[src/rtl/wfs_pkg.sv]
package wfs_pkg;
  typedef enum logic {
    SLOT_A = 1'b0,
    SLOT_B = 1'b1
  } wfs_slot_e;
endpackage

[src/rtl/wfs_rst_sync.sv]
module wfs_rst_sync (
  input  logic clk,
  input  logic arst_n,
  output logic srst_n
);
  logic meta_q;
  logic sync_q;

  always_ff @(posedge clk or negedge arst_n) begin
    if (!arst_n) begin
      meta_q <= 1'b0;
      sync_q <= 1'b0;
    end else begin
      meta_q <= 1'b1;
      sync_q <= meta_q;
    end
  end

  assign srst_n = sync_q;
endmodule

[src/rtl/wfs_prio.sv]
module wfs_prio #(
  parameter int N = 8
) (
  input  logic [N-1:0]         req,
  output logic                 found,
  output logic [$clog2(N)-1:0] idx
);
  localparam int IW = $clog2(N);

  always_comb begin
    found = 1'b0;
    idx   = '0;
    for (int i = N - 1; i >= 0; i--) begin
      if (req[i]) begin
        found = 1'b1;
        idx   = IW'(i);
      end
    end
  end
endmodule

[src/rtl/wfs_budget.sv]
module wfs_budget #(
  parameter int NUM_WF     = 8,
  parameter int REG_W      = 8,
  parameter int REG_BUDGET = 256
) (
  input  logic                              clk,
  input  logic                              srst_n,
  input  logic                              launch_req,
  input  logic [REG_W-1:0]                  launch_regs,
  input  logic                              retire_valid,
  input  logic [$clog2(NUM_WF)-1:0]         retire_id,
  output logic                              launch_ack,
  output logic                              launch_busy,
  output logic [$clog2(NUM_WF)-1:0]         launch_id,
  output logic [NUM_WF-1:0]                 resident_q,
  output logic [$clog2(REG_BUDGET+1)-1:0]   used_q
);
  localparam int IDW = $clog2(NUM_WF);
  localparam int UW  = $clog2(REG_BUDGET + 1);
  localparam int SW  = ((UW > REG_W) ? UW : REG_W) + 1;

  logic [REG_W-1:0]  demand_q [NUM_WF];
  logic [NUM_WF-1:0] resident_n;
  logic [UW-1:0]     used_n;
  logic              free_found;
  logic [IDW-1:0]    free_idx;
  logic [SW-1:0]     want_sum;
  logic [SW-1:0]     freed;
  logic [SW-1:0]     added;
  logic [SW-1:0]     used_calc;
  logic              fits;
  logic              ret_hit;

  wfs_prio #(.N(NUM_WF)) u_free (
    .req   (~resident_q),
    .found (free_found),
    .idx   (free_idx)
  );

  always_comb begin
    want_sum    = SW'(used_q) + SW'(launch_regs);
    fits        = (want_sum <= SW'(REG_BUDGET));
    launch_ack  = launch_req && free_found && fits;
    launch_busy = launch_req && !launch_ack;
    launch_id   = free_idx;
    ret_hit     = retire_valid && resident_q[retire_id];
  end

  always_comb begin
    resident_n = resident_q;
    freed      = '0;
    added      = '0;
    if (ret_hit) begin
      resident_n[retire_id] = 1'b0;
      freed                 = SW'(demand_q[retire_id]);
    end
    if (launch_ack) begin
      resident_n[launch_id] = 1'b1;
      added                 = SW'(launch_regs);
    end
    used_calc = SW'(used_q) - freed + added;
    used_n    = UW'(used_calc);
  end

  always_ff @(posedge clk or negedge srst_n) begin
    if (!srst_n) begin
      resident_q <= '0;
      used_q     <= '0;
    end else begin
      resident_q <= resident_n;
      used_q     <= used_n;
    end
  end

  always_ff @(posedge clk) begin
    if (launch_ack) begin
      demand_q[launch_id] <= launch_regs;
    end
  end
endmodule

[src/rtl/wfs_stall.sv]
module wfs_stall #(
  parameter int NUM_WF = 8
) (
  input  logic                      clk,
  input  logic                      srst_n,
  input  logic                      set_valid,
  input  logic [$clog2(NUM_WF)-1:0] set_id,
  input  logic                      clr_valid,
  input  logic [$clog2(NUM_WF)-1:0] clr_id,
  input  logic                      launch_ack,
  input  logic [$clog2(NUM_WF)-1:0] launch_id,
  output logic [NUM_WF-1:0]         stall_q
);
  localparam int IDW = $clog2(NUM_WF);

  logic [NUM_WF-1:0] stall_n;

  always_comb begin
    for (int i = 0; i < NUM_WF; i++) begin
      if (set_valid && set_id == IDW'(i)) begin
        stall_n[i] = 1'b1;
      end else if ((clr_valid && clr_id == IDW'(i)) ||
                   (launch_ack && launch_id == IDW'(i))) begin
        stall_n[i] = 1'b0;
      end else begin
        stall_n[i] = stall_q[i];
      end
    end
  end

  always_ff @(posedge clk or negedge srst_n) begin
    if (!srst_n) begin
      stall_q <= '0;
    end else begin
      stall_q <= stall_n;
    end
  end
endmodule

[src/rtl/wfs_issue_sched.sv]
module wfs_issue_sched
  import wfs_pkg::*;
#(
  parameter int NUM_WF     = 8,
  parameter int THREADS    = 64,
  parameter int LANES      = 8,
  parameter int REG_W      = 8,
  parameter int REG_BUDGET = 256
) (
  input  logic                                 clk,
  input  logic                                 rst_n,
  input  logic [NUM_WF-1:0]                    wf_ready,
  input  logic                                 mem_stall_valid,
  input  logic [$clog2(NUM_WF)-1:0]            mem_stall_id,
  input  logic                                 mem_ret_valid,
  input  logic [$clog2(NUM_WF)-1:0]            mem_ret_id,
  input  logic                                 launch_req,
  input  logic [REG_W-1:0]                     launch_regs,
  output logic                                 launch_ack,
  output logic                                 launch_busy,
  output logic [$clog2(NUM_WF)-1:0]            launch_id,
  input  logic                                 retire_valid,
  input  logic [$clog2(NUM_WF)-1:0]            retire_id,
  output logic                                 issue_valid,
  output logic                                 issue_slot,
  output logic [$clog2(NUM_WF)-1:0]            issue_wf,
  output logic [$clog2(THREADS/LANES)-1:0]     issue_slice
);
  localparam int IDW    = $clog2(NUM_WF);
  localparam int SLICES = THREADS / LANES;
  localparam int SLW    = $clog2(SLICES);
  localparam int UW     = $clog2(REG_BUDGET + 1);

  logic                         srst_n;
  logic [NUM_WF-1:0]            resident_q;
  logic [NUM_WF-1:0]            stall_q;
  logic [UW-1:0]                used_q;
  wfs_slot_e                    phase_q;
  wfs_slot_e                    phase_n;
  logic [1:0]                   slot_v_q;
  logic [1:0]                   slot_v_n;
  logic [1:0][IDW-1:0]          slot_id_q;
  logic [1:0][IDW-1:0]          slot_id_n;
  logic [NUM_WF-1:0][SLW-1:0]   slice_q;
  logic [NUM_WF-1:0][SLW-1:0]   slice_n;
  logic                         cur;
  logic                         cur_v;
  logic [IDW-1:0]               cur_id;
  logic                         oth_v;
  logic [IDW-1:0]               oth_id;
  logic [NUM_WF-1:0]            elig;
  logic [NUM_WF-1:0]            excl;
  logic [NUM_WF-1:0]            cand;
  logic                         keep;
  logic                         pick_found;
  logic [IDW-1:0]               pick_idx;

  wfs_rst_sync u_rst (
    .clk    (clk),
    .arst_n (rst_n),
    .srst_n (srst_n)
  );

  wfs_budget #(
    .NUM_WF     (NUM_WF),
    .REG_W      (REG_W),
    .REG_BUDGET (REG_BUDGET)
  ) u_budget (
    .clk          (clk),
    .srst_n       (srst_n),
    .launch_req   (launch_req),
    .launch_regs  (launch_regs),
    .retire_valid (retire_valid),
    .retire_id    (retire_id),
    .launch_ack   (launch_ack),
    .launch_busy  (launch_busy),
    .launch_id    (launch_id),
    .resident_q   (resident_q),
    .used_q       (used_q)
  );

  wfs_stall #(.NUM_WF(NUM_WF)) u_stall (
    .clk        (clk),
    .srst_n     (srst_n),
    .set_valid  (mem_stall_valid),
    .set_id     (mem_stall_id),
    .clr_valid  (mem_ret_valid),
    .clr_id     (mem_ret_id),
    .launch_ack (launch_ack),
    .launch_id  (launch_id),
    .stall_q    (stall_q)
  );

  // Slot selection for the current phase
  always_comb begin
    cur    = phase_q;
    cur_v  = slot_v_q[cur];
    cur_id = slot_id_q[cur];
    oth_v  = slot_v_q[~cur];
    oth_id = slot_id_q[~cur];
    elig   = resident_q & wf_ready & ~stall_q;
    for (int i = 0; i < NUM_WF; i++) begin
      excl[i] = oth_v && (oth_id == IDW'(i));
    end
    cand = elig & ~excl;
    keep = cur_v && elig[cur_id];
  end

  wfs_prio #(.N(NUM_WF)) u_pick (
    .req   (cand),
    .found (pick_found),
    .idx   (pick_idx)
  );

  always_comb begin
    issue_valid = keep || pick_found;
    issue_wf    = keep ? cur_id : pick_idx;
    issue_slot  = cur;
    issue_slice = slice_q[issue_wf];
  end

  // Next state
  always_comb begin
    phase_n   = (phase_q == SLOT_A) ? SLOT_B : SLOT_A;
    slot_v_n  = slot_v_q;
    slot_id_n = slot_id_q;
    slot_v_n[cur]  = issue_valid;
    slot_id_n[cur] = issue_wf;
    for (int s = 0; s < 2; s++) begin
      if (retire_valid && slot_id_n[s] == retire_id) begin
        slot_v_n[s] = 1'b0;
      end
    end
    for (int i = 0; i < NUM_WF; i++) begin
      if (launch_ack && launch_id == IDW'(i)) begin
        slice_n[i] = '0;
      end else if (issue_valid && issue_wf == IDW'(i)) begin
        slice_n[i] = (slice_q[i] == SLW'(SLICES - 1)) ? '0 : slice_q[i] + 1'b1;
      end else begin
        slice_n[i] = slice_q[i];
      end
    end
  end

  always_ff @(posedge clk or negedge srst_n) begin
    if (!srst_n) begin
      phase_q   <= SLOT_A;
      slot_v_q  <= '0;
      slot_id_q <= '0;
      slice_q   <= '0;
    end else begin
      phase_q   <= phase_n;
      slot_v_q  <= slot_v_n;
      slot_id_q <= slot_id_n;
      slice_q   <= slice_n;
    end
  end
endmodule

[config.mk]
export PLATFORM = sky130hd
export DESIGN_NAME = wfs_issue_sched
export DESIGN_NICKNAME = d
export VERILOG_FILES = /design/src/rtl/wfs_pkg.sv /design/src/rtl/wfs_rst_sync.sv /design/src/rtl/wfs_prio.sv /design/src/rtl/wfs_budget.sv /design/src/rtl/wfs_stall.sv /design/src/rtl/wfs_issue_sched.sv
export SDC_FILE = /design/constraint.sdc
export NUM_CORES = 1
export LEC_CHECK = 0
export BUFFER_PORTS_ARGS = -buffer_cell sky130_fd_sc_hd__buf_2
export CAP_MARGIN = 20
export CORE_MARGIN = 5
export CORE_UTILIZATION = 45
export DETAILED_ROUTE_END_ITERATION = 10
export GPL_TIMING_DRIVEN = 1
export SYNTH_ARGS = -nofsm -noshare
export SYNTH_HDL_FRONTEND = slang
export SYNTH_SLANG_ARGS = --single-unit
[constraint.sdc]
create_clock -name clk -period 6.7 [get_ports clk]
set_clock_uncertainty 0.15 [all_clocks]
set_input_delay 1.34 -clock clk [delete_from_list [all_inputs] [get_ports clk]]
set_output_delay 1.34 -clock clk [all_outputs]
set_load 0.05 [all_outputs]
==> qor.txt <==
outcome -> finished, final reports clean
flops & latches, synth -> 124
vias per cell -> 5.82
Synth Cell Area -> 7490 sq um
register share of total power -> 28.9%
Max clock buf depth -> 2
combinational power share -> 48.0%
post-route setup slack -> 0.942 ns
share of synthesized registers carrying an async set or reset -> 48.4%
initial core utilization -> 45.5%
Max-Cap Viols -> 0
crit path kind -> input port to flop
min-delay worst type -> flop to flop
sw frac -> 42.2%
Ports -> 44
CTS tree -> built
Final TNS setup -> 0 ns
# DRC -> 0
std cell rows -> 47
main flop type after synthesis -> edfxtp_1
crit path cell chain -> buf_2, ha_1, fa_1, a211oi_1, o21bai_1, a21o_1, a21o_1, a311oi_1, a41oi_1, nor2_1, nand2_1, fa_1, inv_1, ha_1, nor2b_1, o21ai_0, a21boi_0, o21ai_0, nand2b_1, a21o_1, a21oi_1, xnor2_1
pin count of the biggest net entering global routing -> 59
Syn Nets -> 734
first-pass GRT wire length -> 30000 microns
Hold Violations, Final -> 0
relative slew slack -> 31.9%
Buffers & Inverters on Critical Path -> 2
drt total wl -> 18700 microns
RSZ-0062 raised after global routing -> no
Sw Pwr -> 1.75 mW
share of the synthesized area in the top cell type -> 25.6%
power per cell area -> 479 nW/um^2
Worst EP required -> 6.88 ns
Final HPWL DP -> 13300 microns
CTS Hold Bufs -> 0
final period utilization -> 85.9%
startpoint types -> input port
core area -> 16500 sq um
Avg Cell Area, Syn -> 11.3 sq um
Max Slew Vio Count -> 0
CP delay by family, top -> compound AO/OA/AOI/OAI gates
total number of vias -> 5515
post-CTS sizing -> 0
Die Y -> 139 microns
First-pass DRT Iterations -> 5
Final nets -> 787
number of distinct library cells after synthesis -> 90
Setup WS pre-CTS -> 0.586 ns
critical path endpoint category -> flop
Largest stage delay, worst path -> 0.50 ns
H-tree levels -> 4
Root Driver -> clkbuf_16
total power -> 4.14 mW
Critical-path top delay cell -> fa_1
Detail Route Antenna Nets -> 0
Final setup viols -> 0
Cell Int Power -> 2.39 mW
drt initial violations -> 408
antenna violations before repair -> 0
clk_lat worst skew -> 0.42 ns
sequential share of the synthesized area -> 45.7%
Clock power frac -> 23.1%
synth cell count leaders -> 64 x edfxtp_1, 60 x dfrtp_1, 60 x nand2_1
Total GRT Usage -> 19.7%
Peak VDD IR -> 0.000288 V
Worst-Margin Slew -> 1.02 ns
Synth Warn # -> 0
CP arrival -> 5.94 ns
DR WL/cell -> 19.7 microns
fmax -> 174 MHz
count leader, synth -> edfxtp_1
Clock transition at path regs -> 0.05 ns
total gr overflow -> 0
critical path peak fanout -> 10
tightest hold margin -> 0.204 ns
Leakage Power -> 3.59 nW
Cells after Synth -> 661
crit-path most repeated cell -> a21o_1
global placer's final weighted congestion -> 0.873
clock sinks -> 124
buffer count from post-CTS setup fixing -> 0
total CTS buffers -> 17
vias in the first global route -> 5521
layout cells sized above 1 -> 19.8%
Post-synth EDFFs -> 64
post-synth top area cell -> edfxtp_1
I/O Buffers -> 43
Die W -> 139 microns
Die ar. -> 19300 sq um
ANT cells -> 0
area grow syn2layout -> 15.2%
synth top area cells -> edfxtp_1 26%, dfrtp_1 20%, mux2i_1 7.1%
Tmin final -> 5.76 ns
## area by class of cell
type | count | area [sq um]
multi-input cells | 471 | 3810
flip-flops and latches | 124 | 3420
repair buffers | 59 | 335
inverters | 41 | 169
well taps | 220 | 275
clock inverters | 14 | 175
clock buffers | 18 | 439
fillers | 1448 | 7840
## flip-flops by register name, summed over array words and instances, names as in the netlist
signal and count:
u_budget.resident_q 8, u_stall.stall_q 8, u_budget.used_q 9, slot_id_q 6, u_budget.demand_q 64, slice_q 24, slot_v_q 2, u_rst.meta_q 1
issue_slot 1, u_rst.srst_n 1
## kinds of logic after synthesis
logic type                 after synthesis  synth area share, %
other                                    1               0.0500
DFF                                    124                 45.7
buffers and inverters                   66                 3.94
adders and majority gates               42                 7.91
AOI/OAI and AO/OA                      155                 15.3
and+or+nand+nor                        188                 13.9
xor gates and xnor gates                10                 1.17
muxes                                   75                 12.0
## power groups by stage
stage               registers, mW  logic (mW)  clock network [mW]
floorplan                    1.10        1.61                   0
global placement             1.20        1.91                   0
detailed placement           1.21        1.97                   0
CTS                          1.19        1.99               0.968
global route                 1.21        2.18                1.00
finish                       1.20        1.99               0.955
## final timing paths
kind	startpoint	end	slack, ns	cells after the start
max	launch_regs[0]	u_budget.used_q[8]$_DFF_PN0_	0.94	22
max in group asynchronous	u_rst.srst_n$_DFF_PN0_	u_budget.used_q[3]$_DFF_PN0_	5.62	1
max reg2reg	u_budget.used_q[0]$_DFF_PN0_	u_budget.used_q[8]$_DFF_PN0_	1.67	21
min in group asynchronous	u_rst.srst_n$_DFF_PN0_	slice_q[10]$_DFFE_PN0P_	0.27	1
min	u_rst.meta_q$_DFF_PN0_	u_rst.srst_n$_DFF_PN0_	0.20	0
min reg2reg	u_rst.meta_q$_DFF_PN0_	u_rst.srst_n$_DFF_PN0_	0.20	0
## placed cells by master (no fill, tap or decap), types with 4 or more instances in the layout
cell,count
a21o_1,9
xor2_1,4
nand3b_1,9
nand3_1,10
ha_1,33
o21ai_0,27
nor3_2,4
nand4_1,4
mux2i_1,53
a31oi_1,5
nand2_1,60
nor2b_1,6
xnor2_1,6
clkbuf_16,17
a22oi_1,4
nand2b_1,17
nor2_1,41
o31ai_1,5
o311ai_0,4
a21oi_1,24
mux2_4,5
dfrtp_1,59
o22ai_1,15
fa_1,9
edfxtp_1,64
buf_4,16
mux4_2,9
inv_1,39
nor3_1,7
clkinv_2,4
buf_2,43
nand4_4,4
a221oi_1,6
mux2_2,7
o21ai_1,4
a211oi_1,8
bufinv_16,4
## worst register-to-register path: stages, from the launching register on
cell	delay [ns]
dfrtp_1	0.38
ha_1	0.23
fa_1	0.43
a211oi_1	0.28
o21bai_1	0.12
a21o_1	0.22
a21o_1	0.19
a311oi_1	0.26
a41oi_1	0.09
nor2_1	0.27
nand2_1	0.12
fa_1	0.50
inv_1	0.05
ha_1	0.32
nor2b_1	0.14
o21ai_0	0.24
a21boi_0	0.18
o21ai_0	0.19
nand2b_1	0.11
a21o_1	0.18
a21oi_1	0.16
xnor2_1	0.14
## metal layers
layer | wire [microns] | GRT usage (%) | up-vias
met3 | 806 | 4.24 | 34
met5 | 0 | 0 | -
met2 | 9080 | 32.7 | 135
met4 | 460 | 6.80 | 0
met1 | 8340 | 25.7 | 2744
li1 | - | - | 2602
## per-stage QoR
stage	util [%]	area, sq um	instances
final	52.4	8630	947
after global routing	52.4	8630	947
after CTS	52.4	8630	947
after detailed placement	48.7	8020	915
after global placement	48.7	8020	915
after floorplan	-	7490	661
Power figures use the tool's default switching activity.
